--- src/rtl/lfm_pkg.sv ---
package lfm_pkg;

  // Expiry test: a non-zero timeout is reached when one more tick
  // would bring the count to the programmed value or beyond.
  function automatic logic tmo_reached(input int unsigned cnt,
                                       input int unsigned tmo);
    return (tmo != 0) && ((cnt + 1) >= tmo);
  endfunction

  // Dimming outputs are off when a fault is latched or the controller is off.
  function automatic logic outputs_off(input logic fault, input logic enable);
    return fault | ~enable;
  endfunction

endpackage

--- src/rtl/lfm_sync.sv ---
module lfm_sync #(
  parameter int   STAGES  = 2,
  parameter logic RST_VAL = 1'b1
) (
  input  logic clk,
  input  logic rst_n,
  input  logic d_i,
  output logic q_o
);
  logic [STAGES-1:0] pipe_q;

  always_ff @(posedge clk or negedge rst_n) begin
    if (!rst_n) begin
      pipe_q <= {STAGES{RST_VAL}};
    end else begin
      pipe_q[0] <= d_i;
      for (int i = 1; i < STAGES; i++) pipe_q[i] <= pipe_q[i-1];
    end
  end

  assign q_o = pipe_q[STAGES-1];


  sync_step_chk: assert property (@(posedge clk) disable iff (!rst_n)
    $rose(pipe_q[0]) |-> $past(d_i));
endmodule

--- src/rtl/lfm_timer.sv ---
module lfm_timer #(
  parameter int TMO_W = 8
) (
  input  logic             clk,
  input  logic             rst_n,
  input  logic             tick_i,
  input  logic             lamp_low_i,
  input  logic             enable_i,
  input  logic             fault_i,
  input  logic [TMO_W-1:0] tmo_i,
  output logic             expire_o
);
  localparam logic [TMO_W-1:0] CNT_TOP = {TMO_W{1'b1}};

  logic [TMO_W-1:0] cnt_q;
  logic             run;
  logic             reached;

  assign run      = enable_i && lamp_low_i && !fault_i && (tmo_i != '0);
  assign reached  = lfm_pkg::tmo_reached(32'(cnt_q), 32'(tmo_i));
  assign expire_o = run && tick_i && reached;

  always_ff @(posedge clk or negedge rst_n) begin
    if (!rst_n)                 cnt_q <= '0;
    else if (!run)              cnt_q <= '0;
    else if (tick_i && !reached) cnt_q <= cnt_q + 1'b1;
  end


  zero_tmo_chk: assert property (@(posedge clk) disable iff (!rst_n)
    (tmo_i == '0) |-> !expire_o);

  recover_clear_chk: assert property (@(posedge clk) disable iff (!rst_n)
    !lamp_low_i |=> (cnt_q == '0));

  no_tick_hold_chk: assert property (@(posedge clk) disable iff (!rst_n)
    (!tick_i && run) |=> $stable(cnt_q));

  no_overflow_chk: assert property (@(posedge clk) disable iff (!rst_n)
    cnt_q != CNT_TOP);
endmodule

--- src/rtl/lfm_fault_latch.sv ---
module lfm_fault_latch (
  input  logic clk,
  input  logic rst_n,
  input  logic enable_i,
  input  logic expire_i,
  output logic fault_o
);
  logic fault_q;

  always_ff @(posedge clk or negedge rst_n) begin
    if (!rst_n)         fault_q <= 1'b0;
    else if (!enable_i) fault_q <= 1'b0;
    else if (expire_i)  fault_q <= 1'b1;
  end

  assign fault_o = fault_q;


  fault_hold_chk: assert property (@(posedge clk) disable iff (!rst_n)
    (fault_q && enable_i) |=> fault_q);

  disable_clear_chk: assert property (@(posedge clk) disable iff (!rst_n)
    !enable_i |=> !fault_q);

  fault_cause_chk: assert property (@(posedge clk) disable iff (!rst_n)
    $rose(fault_q) |-> $past(expire_i));
endmodule

--- src/rtl/lamp_fault_monitor.sv ---
module lamp_fault_monitor #(
  parameter int TMO_W       = 8,
  parameter int SYNC_STAGES = 2
) (
  input  logic             clk,
  input  logic             rst_n,
  input  logic             tick_i,
  input  logic             lamp_ok_i,
  input  logic [TMO_W-1:0] tmo_val_i,
  input  logic             enable_i,
  output logic             fault_o,
  output logic             out_disable_o
);
  logic lamp_ok_s;
  logic lamp_low_s;
  logic expire;
  logic fault;

  lfm_sync #(.STAGES(SYNC_STAGES), .RST_VAL(1'b1)) u_sync (
    .clk   (clk),
    .rst_n (rst_n),
    .d_i   (lamp_ok_i),
    .q_o   (lamp_ok_s)
  );

  assign lamp_low_s = ~lamp_ok_s;

  lfm_timer #(.TMO_W(TMO_W)) u_timer (
    .clk        (clk),
    .rst_n      (rst_n),
    .tick_i     (tick_i),
    .lamp_low_i (lamp_low_s),
    .enable_i   (enable_i),
    .fault_i    (fault),
    .tmo_i      (tmo_val_i),
    .expire_o   (expire)
  );

  lfm_fault_latch u_latch (
    .clk      (clk),
    .rst_n    (rst_n),
    .enable_i (enable_i),
    .expire_i (expire),
    .fault_o  (fault)
  );

  assign fault_o       = fault;
  assign out_disable_o = lfm_pkg::outputs_off(fault, enable_i);


  off_when_fault_chk: assert property (@(posedge clk) disable iff (!rst_n)
    $rose(fault_o) |-> out_disable_o);
endmodule

--- config.mk ---
export PLATFORM = sky130hd
export DESIGN_NAME = lamp_fault_monitor
export DESIGN_NICKNAME = d
export VERILOG_FILES = /design/src/rtl/lfm_pkg.sv /design/src/rtl/lfm_sync.sv /design/src/rtl/lfm_timer.sv /design/src/rtl/lfm_fault_latch.sv /design/src/rtl/lamp_fault_monitor.sv
export SDC_FILE = /design/constraint.sdc
export NUM_CORES = 1
export LEC_CHECK = 0
export ABC_AREA = 0
export BUFFER_PORTS_ARGS = -buffer_cell sky130_fd_sc_hd__buf_2
export CAP_MARGIN = 40
export CELL_PAD_IN_SITES_DETAIL_PLACEMENT = 0
export CELL_PAD_IN_SITES_GLOBAL_PLACEMENT = 1
export CORE_MARGIN = 5
export CORE_UTILIZATION = 35
export CTS_CLUSTER_SIZE = 24
export DETAILED_ROUTE_END_ITERATION = 8
export HOLD_SLACK_MARGIN = 0.03
export PLACE_DENSITY_LB_ADDON = 0.1
export SYNTH_ARGS = -nofsm -noshare
export SYNTH_HDL_FRONTEND = slang
export SYNTH_SLANG_ARGS = --single-unit
--- constraint.sdc ---
create_clock -name clk -period 5.1 [get_ports clk]
set_input_delay 0.51 -clock clk [delete_from_list [all_inputs] [get_ports clk]]
set_output_delay 0.51 -clock clk [all_outputs]
set_load 0.02 [all_outputs]
==> results by group <==
Run status
  – Status: finished clean

Timing
  – Worst hold slack: 0.0895 ns
  – RSZ-0062 raised after global routing: false
  – Rel. slew slack: 52.5%
  – Measured slew at the worst slew-check pin: 0.708 ns
  – # setup viols final: 0
  – Final Hold Viols: 0
  – Max Clock Freq: 322 MHz
  – Final WS setup: 1.99 ns
  – Clock Skews: 0.00302 ns
  – Tcrit/Tclk final: 61.0%
  – Shortest period the worst path allows: 3.11 ns
  – Fin Setup TNS: 0 ns
  – Final Slew Violations: 0

Placement
  – Pre-CTS setup slack: 1.99 ns
  – DP Area: 938 um^2
  – Final RePlAce weighted congestion: 0.771
  – Placed cells: 135
  – HPWL reported at the end of detailed placement: 1630 um
  – IO buf count: 14

Synth
  – Area contributors post-synth: dfrtp_1, ha_1, dfstp_2
  – Synth warn: 0
  – Seq/Total Area, Yosys: 33.5%
  – Post-synthesis register bit count: 11
  – Count of mapped cells out of synthesis: 93
  – Post-synth top area share: 27.2%
  – Library cells used by synthesis: 30
  – Syn Nets: 115
  – Yosys top cell by area: dfrtp_1
  – Mapped cell area: 828 um^2
  – Syn Area/Cell: 8.91 um^2

GRT
  – Antenna violations before repair: 0
  – GRT Overall Usage: 13.4%
  – Pin count of the biggest net entering global routing: 12
  – Vias in the first global route: 798
  – First-pass GRT wire length: 3540 um
  – GR Overflow Total: 0

Drt
  – DRC errors left: 0
  – Via/cell ratio: 5.57
  – Final Routed Wirelength: 2000 um
  – Vias after detailed routing: 774
  – Initial DRC Count: 16
  – WL/cell: 14.4 um
  – Drt first pass iters: 4
  – Post-route ant nets: 0

Critical path
  – Peak per-stage delay on the critical path: 0.64 ns
  – Crit-path slowest cell: or4_1
  – Cell Chain, Critical Path: nand3_1 -> nor2_1 -> nand3_1 -> xnor2_1 -> ha_1 -> nand4_1 -> nor2_1 -> or4_1 -> or4_1 -> a21oi_1
  – Worst-case reg-to-reg path depth: 10
  – Startpoint Class: flip-flop
  – WP data arrival: 3.31 ns
  – CP required: 5.30 ns
  – Crit. End Element: flip-flop
  – CP bufs+invs: 0
  – Top delay family on crit path: simple AND/OR/NAND/NOR gates
  – CP Depth: 10
  – WS Path Type: flip-flop to flip-flop
  – Crit Path Max Fanout: 10

Clocking
  – H-tree depth: 1
  – Hold_buf cts: 0
  – Clk Tree Root Cell: clkbuf_4
  – Maximum clock path buffer count: 2
  – Resized cells post-CTS: 0
  – Sink Count: 11
  – CTS tree: built
  – Clock latency at the later pin of the worst-skew pair: 0.28 ns
  – Reg clk slew, reported paths: 0.08 ns
  – Setup Buffers After CTS: 0
  – CTS Buf Count: 3

Pwr
  – P_int: 128 uW
  – Pleak: 0.467 nW
  – Gate power share: 13.5%
  – Pwr Density: 183 nW/um^2
  – Psw: 49.1 uW
  – Clock power share: 35.6%
  – Register share of total power: 50.9%
  – Sw frac: 27.7%
  – Peak supply drop: 130 uV

Final layout
  – Design Area, Final: 966 um^2
  – Commonest non-fill, non-tap cell in the layout: buf_2
  – Share of cells above drive strength 1: 19.8%
  – Most frequent cells in the layout: buf_2, ha_1, dfrtp_1
  – Antenna fix cells: 0
  – Final nets: 134
  – Non-filler cells, final: 139
  – Synth-to-Final Area Change: 16.6%

Flow run
  – # Max-Cap Violations: 0

Die
  – Die H: 58.6 um
  – Core area: 2230 um^2
  – Die area: 3440 um^2
  – Starting density of the core: 37.1%
  – Die span in x: 58.6 um
  – Row cnt: 17
  – Ports: 15

Min path
  – Class of the worst hold path: input port to async pin
## cell usage after synthesis
cell type,count
a211o_1,1
a211oi_1,2
a21o_1,1
a21oi_1,8
a31oi_1,1
a41o_1,1
and3_1,1
and4_1,1
and4_4,1
buf_2,1
dfrtp_1,9
dfstp_2,2
ha_1,9
inv_1,7
nand2_1,6
nand2b_1,3
nand3_1,4
nand4_1,3
nor2_1,5
nor2b_1,1
nor4_1,4
o211ai_1,1
o21a_1,1
o21ai_0,4
o311ai_1,1
o31ai_1,4
or3_1,1
or4_1,4
xnor2_1,4
xor2_1,2
## stage by stage
stage / power, mW / utilization (%)
after floorplan: 0.104 / -
after global placement: 0.115 / 41.6
after detailed placement: 0.116 / 42.0
after CTS: 0.180 / 43.2
after global routing: 0.187 / 43.2
final: 0.177 / 43.2
## power groups by stage
| stage | sequential, mW | combinational [mW] | clock (mW) |
|---|---|---|---|
| floorplan | 0.0915 | 0.0126 | 0 |
| global placement | 0.0916 | 0.0237 | 0 |
| detailed placement | 0.0917 | 0.0244 | 0 |
| CTS | 0.0900 | 0.0246 | 0.0650 |
| global route | 0.0902 | 0.0281 | 0.0685 |
| finish | 0.0900 | 0.0239 | 0.0630 |
## kinds of logic after synthesis
kind of cell | Yosys count | share of synthesized area (%)
AO/OA/AOI/OAI | 25 | 19.5
XOR/XNOR | 6 | 6.34
adder cells (fa/ha/maj) | 9 | 13.6
buffers and inverters | 8 | 3.78
flip-flops | 11 | 33.5
AND/OR/NAND/NOR | 34 | 23.3
## cell type report
type                    count  area (um^2)
flip-flops and latches     11          278
repair buffers             15         80.1
clock buffers               3         22.5
well taps                  28         35.0
clock inverters             1         5.00
fillers                   245         1270
inverters                   7         26.3
multi-input cells          74          519
## routing by layer
layer  wire length (um)  part of all wire, %  vias to the layer above  global-route usage [%]
met5                  0                    0                        -                       0
met4                 42                  2.1                        0                    5.83
met3                 76                  3.8                        5                    2.19
met2                940                   47                       12                    22.6
met1                943                   47                      365                    16.7
li1                   -                    -                      392                       -
## state kept, by name, summed over array words and instances (netlist names)
name	count
u_timer.cnt_q	8
u_sync.pipe_q	2
u_latch.fault_o	1
## path summary, 6_finish.rpt
check	start	endpoint	slack, ns
max	u_timer.cnt_q[2]	u_timer.cnt_q[3]	1.99
min	rst_n	u_timer.cnt_q[6]	0.09
max reg2reg	u_timer.cnt_q[2]	u_timer.cnt_q[3]	1.99
min reg2reg	u_sync.pipe_q[0]	u_sync.pipe_q[1]	0.36
max in group asynchronous	rst_n	u_sync.pipe_q[1]	4.74
min in group clk	lamp_ok_i	u_sync.pipe_q[0]	0.33
## worst reg2reg max path: stages (launching register included)
cell     delay [ns]
dfrtp_1        0.44
nand3_1        0.19
nor2_1         0.29
nand3_1        0.19
xnor2_1        0.17
ha_1           0.29
nand4_1        0.14
nor2_1         0.09
or4_1          0.64
or4_1          0.45
a21oi_1        0.16
Power figures use the tool's default switching activity.
